## src/rtl/wcap_pkg.sv

```systemverilog
package wcap_pkg;

    typedef enum logic [1:0] {
        ST_IDLE = 2'd0,
        ST_ARMED = 2'd1,
        ST_CAPT = 2'd2,
        ST_DONE = 2'd3
    } cap_state_e;

    typedef struct packed {
        logic arm;
        logic trig;
        logic clr;
    } cap_ctl_t;

endpackage

```

## src/rtl/wcap_decim.sv

```systemverilog
module wcap_decim #(
    parameter int DATA_W = 24,
    parameter int DECIM  = 20
) (
    input  logic              clk,
    input  logic              rst,
    input  logic              clr,
    input  logic              in_valid,
    input  logic [DATA_W-1:0] in_data,
    output logic              out_valid,
    output logic [DATA_W-1:0] out_data
);
    localparam int CW = (DECIM > 1) ? $clog2(DECIM) : 1;

    logic [CW-1:0] phase_q;

    always_ff @(posedge clk) begin
        if (rst || clr) begin
            phase_q <= '0;
        end else if (in_valid) begin
            if (phase_q == CW'(DECIM - 1)) phase_q <= '0;
            else                           phase_q <= phase_q + 1'b1;
        end
    end

    assign out_valid = in_valid && (phase_q == '0);
    assign out_data  = in_data;
endmodule

```

## src/rtl/wcap_fifo.sv

```systemverilog
module wcap_fifo #(
    parameter int DATA_W = 24,
    parameter int DEPTH  = 16
) (
    input  logic              clk,
    input  logic              rst,
    input  logic              flush,
    input  logic              push,
    input  logic [DATA_W-1:0] push_data,
    input  logic              pop,
    output logic              not_empty,
    output logic [DATA_W-1:0] head_data,
    output logic              ovf
);
    localparam int AW = (DEPTH > 1) ? $clog2(DEPTH) : 1;
    localparam int NW = AW + 1;

    logic [DATA_W-1:0] store [DEPTH];
    logic [AW-1:0]     wr_q, rd_q;
    logic [NW-1:0]     fill_q;
    logic              full, do_push, do_pop;

    assign full      = (fill_q == NW'(DEPTH));
    assign not_empty = (fill_q != '0);
    assign do_push   = push && !full;
    assign do_pop    = pop && not_empty;
    assign head_data = store[rd_q];

    function automatic logic [AW-1:0] nxt(input logic [AW-1:0] p);
        return (p == AW'(DEPTH - 1)) ? '0 : p + 1'b1;
    endfunction

    always_ff @(posedge clk) begin
        if (do_push) store[wr_q] <= push_data;
    end

    always_ff @(posedge clk) begin
        if (rst || flush) begin
            wr_q   <= '0;
            rd_q   <= '0;
            fill_q <= '0;
        end else begin
            if (do_push) wr_q <= nxt(wr_q);
            if (do_pop)  rd_q <= nxt(rd_q);
            case ({do_push, do_pop})
                2'b10:   fill_q <= fill_q + 1'b1;
                2'b01:   fill_q <= fill_q - 1'b1;
                default: fill_q <= fill_q;
            endcase
        end
    end

    always_ff @(posedge clk) begin
        if (rst || flush)      ovf <= 1'b0;
        else if (push && full) ovf <= 1'b1;
    end
endmodule

```

## src/rtl/wcap_burst.sv

```systemverilog
module wcap_burst
    import wcap_pkg::*;
#(
    parameter int DATA_W    = 24,
    parameter int BURST_LEN = 64,
    parameter int MISS_W    = 8
) (
    input  logic                         clk,
    input  logic                         rst,
    input  cap_ctl_t                     ctl,
    input  logic                         in_valid,
    input  logic [DATA_W-1:0]            in_data,
    input  logic [$clog2(BURST_LEN)-1:0] rd_addr,
    output logic [DATA_W-1:0]            rd_data,
    output cap_state_e                   state,
    output logic [MISS_W-1:0]            miss
);
    localparam int AW = $clog2(BURST_LEN);

    logic [DATA_W-1:0] mem [BURST_LEN];
    logic [AW-1:0]     wr_idx;
    logic              wr_en;

    assign wr_en = (state == ST_CAPT) && in_valid;

    always_ff @(posedge clk) begin
        if (wr_en) mem[wr_idx] <= in_data;
        rd_data <= mem[rd_addr];
    end

    always_ff @(posedge clk) begin
        if (rst) begin
            state  <= ST_IDLE;
            wr_idx <= '0;
        end else if (ctl.arm && state != ST_CAPT) begin
            state  <= ST_ARMED;
            wr_idx <= '0;
        end else begin
            unique case (state)
                ST_ARMED: if (ctl.trig) state <= ST_CAPT;
                ST_CAPT: begin
                    if (in_valid) begin
                        if (wr_idx == AW'(BURST_LEN - 1)) begin
                            state  <= ST_DONE;
                            wr_idx <= '0;
                        end else begin
                            wr_idx <= wr_idx + 1'b1;
                        end
                    end
                end
                default: state <= state;
            endcase
        end
    end

    always_ff @(posedge clk) begin
        if (rst || ctl.clr) begin
            miss <= '0;
        end else if (ctl.trig && state != ST_ARMED && miss != '1) begin
            miss <= miss + 1'b1;
        end
    end
endmodule

```

## src/rtl/wcap_top.sv

```systemverilog
module wcap_top
    import wcap_pkg::*;
#(
    parameter int DATA_W    = 24,
    parameter int DECIM     = 20,
    parameter int LR_DEPTH  = 16,
    parameter int BURST_LEN = 64,
    parameter int MISS_W    = 8
) (
    input  logic                         clk,
    input  logic                         rst,
    input  logic                         smp_valid,
    input  logic [DATA_W-1:0]            smp_data,
    input  logic                         trig,
    input  logic                         arm,
    input  logic                         clr,
    input  logic                         lr_pop,
    output logic                         lr_valid,
    output logic [DATA_W-1:0]            lr_data,
    output logic                         lr_ovf,
    output logic [1:0]                   bst_state,
    input  logic [$clog2(BURST_LEN)-1:0] bst_rd_addr,
    output logic [DATA_W-1:0]            bst_rd_data,
    output logic [MISS_W-1:0]            miss_cnt
);
    logic              keep_v;
    logic [DATA_W-1:0] keep_d;
    cap_ctl_t          ctl;
    cap_state_e        st;

    assign ctl = '{arm: arm, trig: trig, clr: clr};

    wcap_decim #(.DATA_W(DATA_W), .DECIM(DECIM)) u_decim (
        .clk(clk), .rst(rst), .clr(clr),
        .in_valid(smp_valid), .in_data(smp_data),
        .out_valid(keep_v), .out_data(keep_d)
    );

    wcap_fifo #(.DATA_W(DATA_W), .DEPTH(LR_DEPTH)) u_fifo (
        .clk(clk), .rst(rst), .flush(clr),
        .push(keep_v), .push_data(keep_d), .pop(lr_pop),
        .not_empty(lr_valid), .head_data(lr_data), .ovf(lr_ovf)
    );

    wcap_burst #(.DATA_W(DATA_W), .BURST_LEN(BURST_LEN), .MISS_W(MISS_W)) u_burst (
        .clk(clk), .rst(rst), .ctl(ctl),
        .in_valid(smp_valid), .in_data(smp_data),
        .rd_addr(bst_rd_addr), .rd_data(bst_rd_data),
        .state(st), .miss(miss_cnt)
    );

    assign bst_state = st;
endmodule

```

## config.mk

```make
export PLATFORM = sky130hd
export DESIGN_NAME = wcap_top
export DESIGN_NICKNAME = d
export VERILOG_FILES = /design/src/rtl/wcap_pkg.sv /design/src/rtl/wcap_decim.sv /design/src/rtl/wcap_fifo.sv /design/src/rtl/wcap_burst.sv /design/src/rtl/wcap_top.sv
export SDC_FILE = /design/constraint.sdc
export NUM_CORES = 2
export LEC_CHECK = 0
export BUFFER_PORTS_ARGS = -buffer_cell sky130_fd_sc_hd__buf_2
export CORE_ASPECT_RATIO = 0.7
export CORE_MARGIN = 1.5
export CORE_UTILIZATION = 55
export DETAILED_ROUTE_END_ITERATION = 12
export PLACE_DENSITY_LB_ADDON = 0.12
export SYNTH_ARGS = -nofsm -noshare
export SYNTH_HDL_FRONTEND = slang
export SYNTH_HIERARCHICAL = 1
export SYNTH_SLANG_ARGS = --single-unit
```

## constraint.sdc

```tcl
create_clock -name clk -period 13.1 [get_ports clk]
set_clock_uncertainty 0.2 [all_clocks]
set_input_delay 0 -clock clk [delete_from_list [all_inputs] [get_ports clk]]
set_output_delay 0 -clock clk [all_outputs]
set_load 0.05 [all_outputs]
```

---- Yosys cells after proc, flatten, opt, wreduce, memory -nomap -nowiden ----
Memories as Yosys holds them, arrays and structs flattened. A register that Yosys moved wholly into a read port is not among the register bits.
Cells that the tools add are included.
storage, ports and cells
  flip-flop bits (word level) ............. 35
  bits in writable memories ............... 1920
  bits of input ports ..................... 37
  output and inout bits ................... 60
  memories ................................ 2
cells by class
  add/subtract/negate cells ............... 7
  equal/unequal tests ..................... 18
  multiplexer cells ....................... 16
  reduce and logical (&&, ||, !) cells .... 19
memories
  memory        depth  bits a word  rd ports  clocked after Yosys merged registers in  wr ports  line              RTL
  u_burst.mem   64     24           1         1                                        1         wcap_burst.sv:20  logic [DATA_W-1:0] mem [BURST_LEN];
  u_fifo.store  16     24           1         1                                        1         wcap_fifo.sv:18   logic [DATA_W-1:0] store [DEPTH];
operators with widths
  cell                   number
  $mux W4                4
  $add A5 B1 Y5 const B  2
  $eq A5 B5 Y1 const B   2
  $pmux W5 S2            1
  $add A4 B1 Y4 const B  2
  $add A8 B1 Y8 const B  1
  $eq A4 B4 Y1 const B   2
  $logic_and A1 B1 Y1    8
  $ne A2 B2 Y1 const B   4
  $ne A8 B8 Y1 const B   1
  $reduce_and A4 Y1      2
  $add A6 B1 Y6 const B  1
  $eq A6 B6 Y1 const B   1
  $mux W2                3
  $mux W6                1
  $ne A3 B3 Y1 const B   2
  $logic_not A5 Y1       1
  $mux W1                5
  $mux W5                1
  $reduce_bool A5 Y1     1
  $sub A5 B1 Y5 const B  1
  $eq A2 B1 Y1 const B   2
  $eq A2 B2 Y1 const B   2
  $pmux W2 S2            1
  8 further kinds        9

---- Depth between registers and ports, before layout ----
  word-level depth ........................ 5
  depth in mapped cells ................... 13
  mapped depth without buffers ............ 11

---- Hierarchy ----
The synthesis kept the hierarchy.
by module, submodules not included
  module      instances  cells an instance  area an instance (µm²)  sequential area each (µm²)
  wcap_burst  1          2862               60588.1                 46925.0
  wcap_fifo   1          719                15447.3                 11891.4
  wcap_decim  1          54                 455.4                   100.1

---- Least setup slack after synthesis ----
OpenSTA, ideal clock, no wires.
  kind .................................... flip-flop to flip-flop
  from .................................... register u_burst.state[1]
  to ...................................... memory u_burst.mem[56][0] (enable)
  arrival time ............................ 3.878 ns
  setup slack ............................. 8.556 ns
  cell stages (with the launch flop) ...... 5
  path through ............................ dfxtp_1 and3b_1 clkbuf_1 nand4_1 nor4_1
between the ends
  longest elaborated chain between the ends .. 4
RTL lines
  item                           line              RTL
  start, declared                wcap_burst.sv:15  output cap_state_e state,
  start signal, assigned         wcap_burst.sv:51  default: state <= state;
  $eq A2 B2 Y1                   wcap_burst.sv:24  assign wr_en = (state == ST_CAPT) && in_valid;
  $logic_and A1 B1 Y1            wcap_burst.sv:24
  $mux W1                        wcap_burst.sv:27  if (wr_en) mem[wr_idx] <= in_data;
  $mux W1 (not written as such)  wcap_burst.sv:27
  end, declared                  wcap_burst.sv:20
No other way between the ends.

==> out/results.tsv <==
stage	metric	value	unit
sta	tightest_slew	1.57	ns
floorplan	fp.dieH	315	um
setup_path	path_cells	buf_4 > buf_4 > mux4_2 > a22oi_1 > nand2_1 > buf_2	
detailed_routing	routed_wl	192000	um
detailed_routing	num_vias	38300	
synth	top_flip_flop_cell_by_instance_count_after_synthesis	sky130_fd_sc_hd__edfxtp_1	
placed_design	post-place-ws	8.70	ns
clocking	tritoncts	yes	
sta	report.final.hold_viol_count	0	
sta	timing_max_transition_violations_final	1	
synth	ys_async_sr_fraction	0	
global_routing	vias_in_the_first_global_route	37700	
synth	synth_cell_types	69	
sta	layout_setup_ws	8.64	ns
sta	final.setup.tns	0	ns
finish	layout_cell_share_with_drive_strength_beyond_1	0.259	
worst_hold_path	worstHoldPathType	input pin to flip-flop	
pwr	leakagePower	27.1	nW
synth	post_synthesis_area_per_instance	21.0	sq um
floorplan	core_box_area	138000	sq um
detailed_routing	routed_via_density	6.55	
detailed_routing	route.detailed.drc	0	
floorplan	std_cell_rows	114	
global_routing	grt_overflow	0	
setup_path	timing.critical_path.from_type	flip-flop	
synth	post_synth_instance_area	76500	sq um
finish	area_growth	11.6	%
detailed_routing	routedWlPerCell	32.9	um
synth	postSynthCellCount	3635	
finish	layout.cells.most_common_list	sky130_fd_sc_hd__edfxtp_1 (1,920), sky130_fd_sc_hd__mux4_2 (386), sky130_fd_sc_hd__mux2i_1 (205), sky130_fd_sc_hd__clkbuf_16 (184), sky130_fd_sc_hd__buf_4 (131)	
finish	finish.net_count	3898	
global_routing	pin_count_of_the_biggest_net_entering_global_routing	88	
placed_design	hpwl	107000	um
clocking	clkSlewWorstSetupHoldPaths	0.06	ns
clocking	cts.sinks	1983	
sta	finalCritPeriodShare	0.341	
sta	fmax	224	MHz
placed_design	finalWeightedCongestion	0.825	
flow_run	cap_viol_max_count	0	
clocking	cts_made_buffers	180	
detailed_routing	antenna_violating_nets_post_route	0	
global_routing	grt_total_usage	0.275	
sta	rsz_0062_raised_after_global_routing	no	
sta	worst_slew_margin_rel	-0.0491	
clocking	clk_root_buffer_cell	sky130_fd_sc_hd__clkbuf_16	
setup_path	timing.setup.critical_path_class	flip-flop to output pin	
synth	synth_edf_count	1920	
floorplan	starting_density_of_the_core	0.554	
pwr	power.density_cell_area	151	nW/um^2
synth	yosys_register_bits	1983	
floorplan	ios	97	
floorplan	floorplan.die_area	141000	sq um
clocking	insertion_delay	0.81	ns
global_routing	grt_antenna_before_repair	12	
setup_path	worst_path_most_repeated_cell	sky130_fd_sc_hd__buf_4	
floorplan	die_w	449	um
setup_path	largest_delay_contributor_family_on_the_critical_path	buffers and inverters	
pwr	power.ir.vdd_worst	0.117	mV
detailed_routing	detail_route.iter0.violations	5142	
finish	layout.cells.most_common	sky130_fd_sc_hd__edfxtp_1	
setup_path	cp_data_required_time	12.90	ns
setup_path	critPathBufInv	3	
detailed_routing	drt_pass1_iterations	5	
synth	synth_sequential_area_ratio	0.770	
setup_path	critPathCaptureType	output pin	
setup_path	slowest_delay	0.74	ns
placed_design	port_buffer_count	96	
synth	ys.warnings.count	6	
setup_path	timing.critical_path.fanout_max	40	
setup_path	critical_path.slowest_cell	sky130_fd_sc_hd__buf_4	
clocking	clock_tree.buffer_depth	3	
run_status	outcome	finished with violations	
clocking	post-cts-setup-buffers	0	
setup_path	timing.critical_path.arrival	4.26	ns
run_status	failed_checks	max-slew violations	
synth	syn_nets	3685	
clocking	cts-htree-levels	4	
global_routing	grt_first_pass_wirelength	275000	um
sta	finalWorstPathRequiredPeriod	4.46	ns
sta	setup_viol_count_final	0	
## worst register-to-register path: cells and delay by family (launching register included)
kind	cells	cell delay, ns
compound gates	1	0.09
buf+inv	2	1.15
flops	1	0.47
simple gates	4	1.81
## final cells by class
cell class	instances	area, sq um
fillers	9523	52700
repair buffers	270	1940
flip-flops and latches	1983	58900
inverters	13	48.8
well taps	1856	2320
clock buffers	220	4760
clock inverters	108	1070
diodes	4	10.0
multi-input cells	1400	16300
## registers in the layout, indices dropped and copies added (netlist names), named ones only
name / flops
u_fifo/ovf: 1
u_burst/wr_idx: 6
u_decim/phase_q: 5
u_burst/rd_data: 24
u_burst/mem: 1536
u_fifo/wr_q: 4
u_fifo/store: 384
u_fifo/rd_q: 4
u_burst/miss: 8
u_fifo/fill_q: 5
u_burst/state: 2
## where the power goes
| group | total [mW] | switching [mW] | leakage (nW) | internal [mW] |
|---|---|---|---|---|
| registers | 6.99 | 0.0202 | 17.8 | 6.97 |
| clock network | 5.23 | 2.27 | 2.85 | 2.96 |
| logic | 0.637 | 0.436 | 6.51 | 0.201 |
## routing by layer
layer / vias up / part of all wire / routed length (um) / global-route usage
li1: 15600 / - / - / -
met1: 20600 / 0.42 / 81600 / 0.422
met2: 2001 / 0.46 / 88500 / 0.415
met3: 229 / 0.099 / 19100 / 0.0549
met4: 6 / 0.016 / 3140 / 0.0579
met5: - / 0.00017 / 33 / 0
## metrics by stage
step	power, mW	instances	cell area, sq um	hold slack (ns)	util
after floorplan	7.49	3635	76500	-0.128	-
after global placement	7.74	5475	79000	0.0902	0.572
after detailed placement	7.75	5475	79000	0.116	0.572
after CTS	12.9	5849	85300	0.0260	0.618
after global routing	13.2	5850	85300	0.0817	0.618
final	12.9	5854	85300	0.0744	0.618
## cells by family after synthesis
logic type,synth area share
flops,0.770
mux,0.149
simple gates,0.0258
compound gates,0.0301
buf+inv,0.0207
xor+xnor,0.00195
fa+ha+maj,0.00213
## cells in the mapped netlist, drive strengths merged, types with 12 or more instances
master | n | area, sq um
a21oi | 17 | 85.1
a221oi | 69 | 604
a22oi | 98 | 736
a31oi | 16 | 100
a32oi | 16 | 140
and2 | 17 | 106
and3 | 19 | 119
buf | 149 | 1190
clkbuf | 90 | 343
dfxtp | 63 | 1260
edfxtp | 1920 | 57700
ha | 13 | 163
inv | 12 | 45.0
mux2 | 56 | 631
mux2i | 205 | 2050
mux4 | 387 | 8720
nand2 | 123 | 462
nand3 | 52 | 260
nand4 | 16 | 100
nor2 | 104 | 395
o21ai | 76 | 395
xor2 | 12 | 105
## final timing paths
check	startpoint	cells after the start	to	slack [ns]
worst min register to register	u_fifo/ovf	2	u_fifo/ovf	0.28
worst max-delay path	flip-flop	6	lr_data[23]	8.64
worst max register to register	u_burst/state[1]	7	u_burst/state[0]	9.31
worst min-delay path	smp_valid	4	u_decim/phase_q[1]	0.07
## repair_timing
item	in CTS	in global routing
hold endpoints to repair	1973	0
hold buffers	46	0
gates resized for setup	0	0
Note: power is estimated with default switching activity, not from simulation.
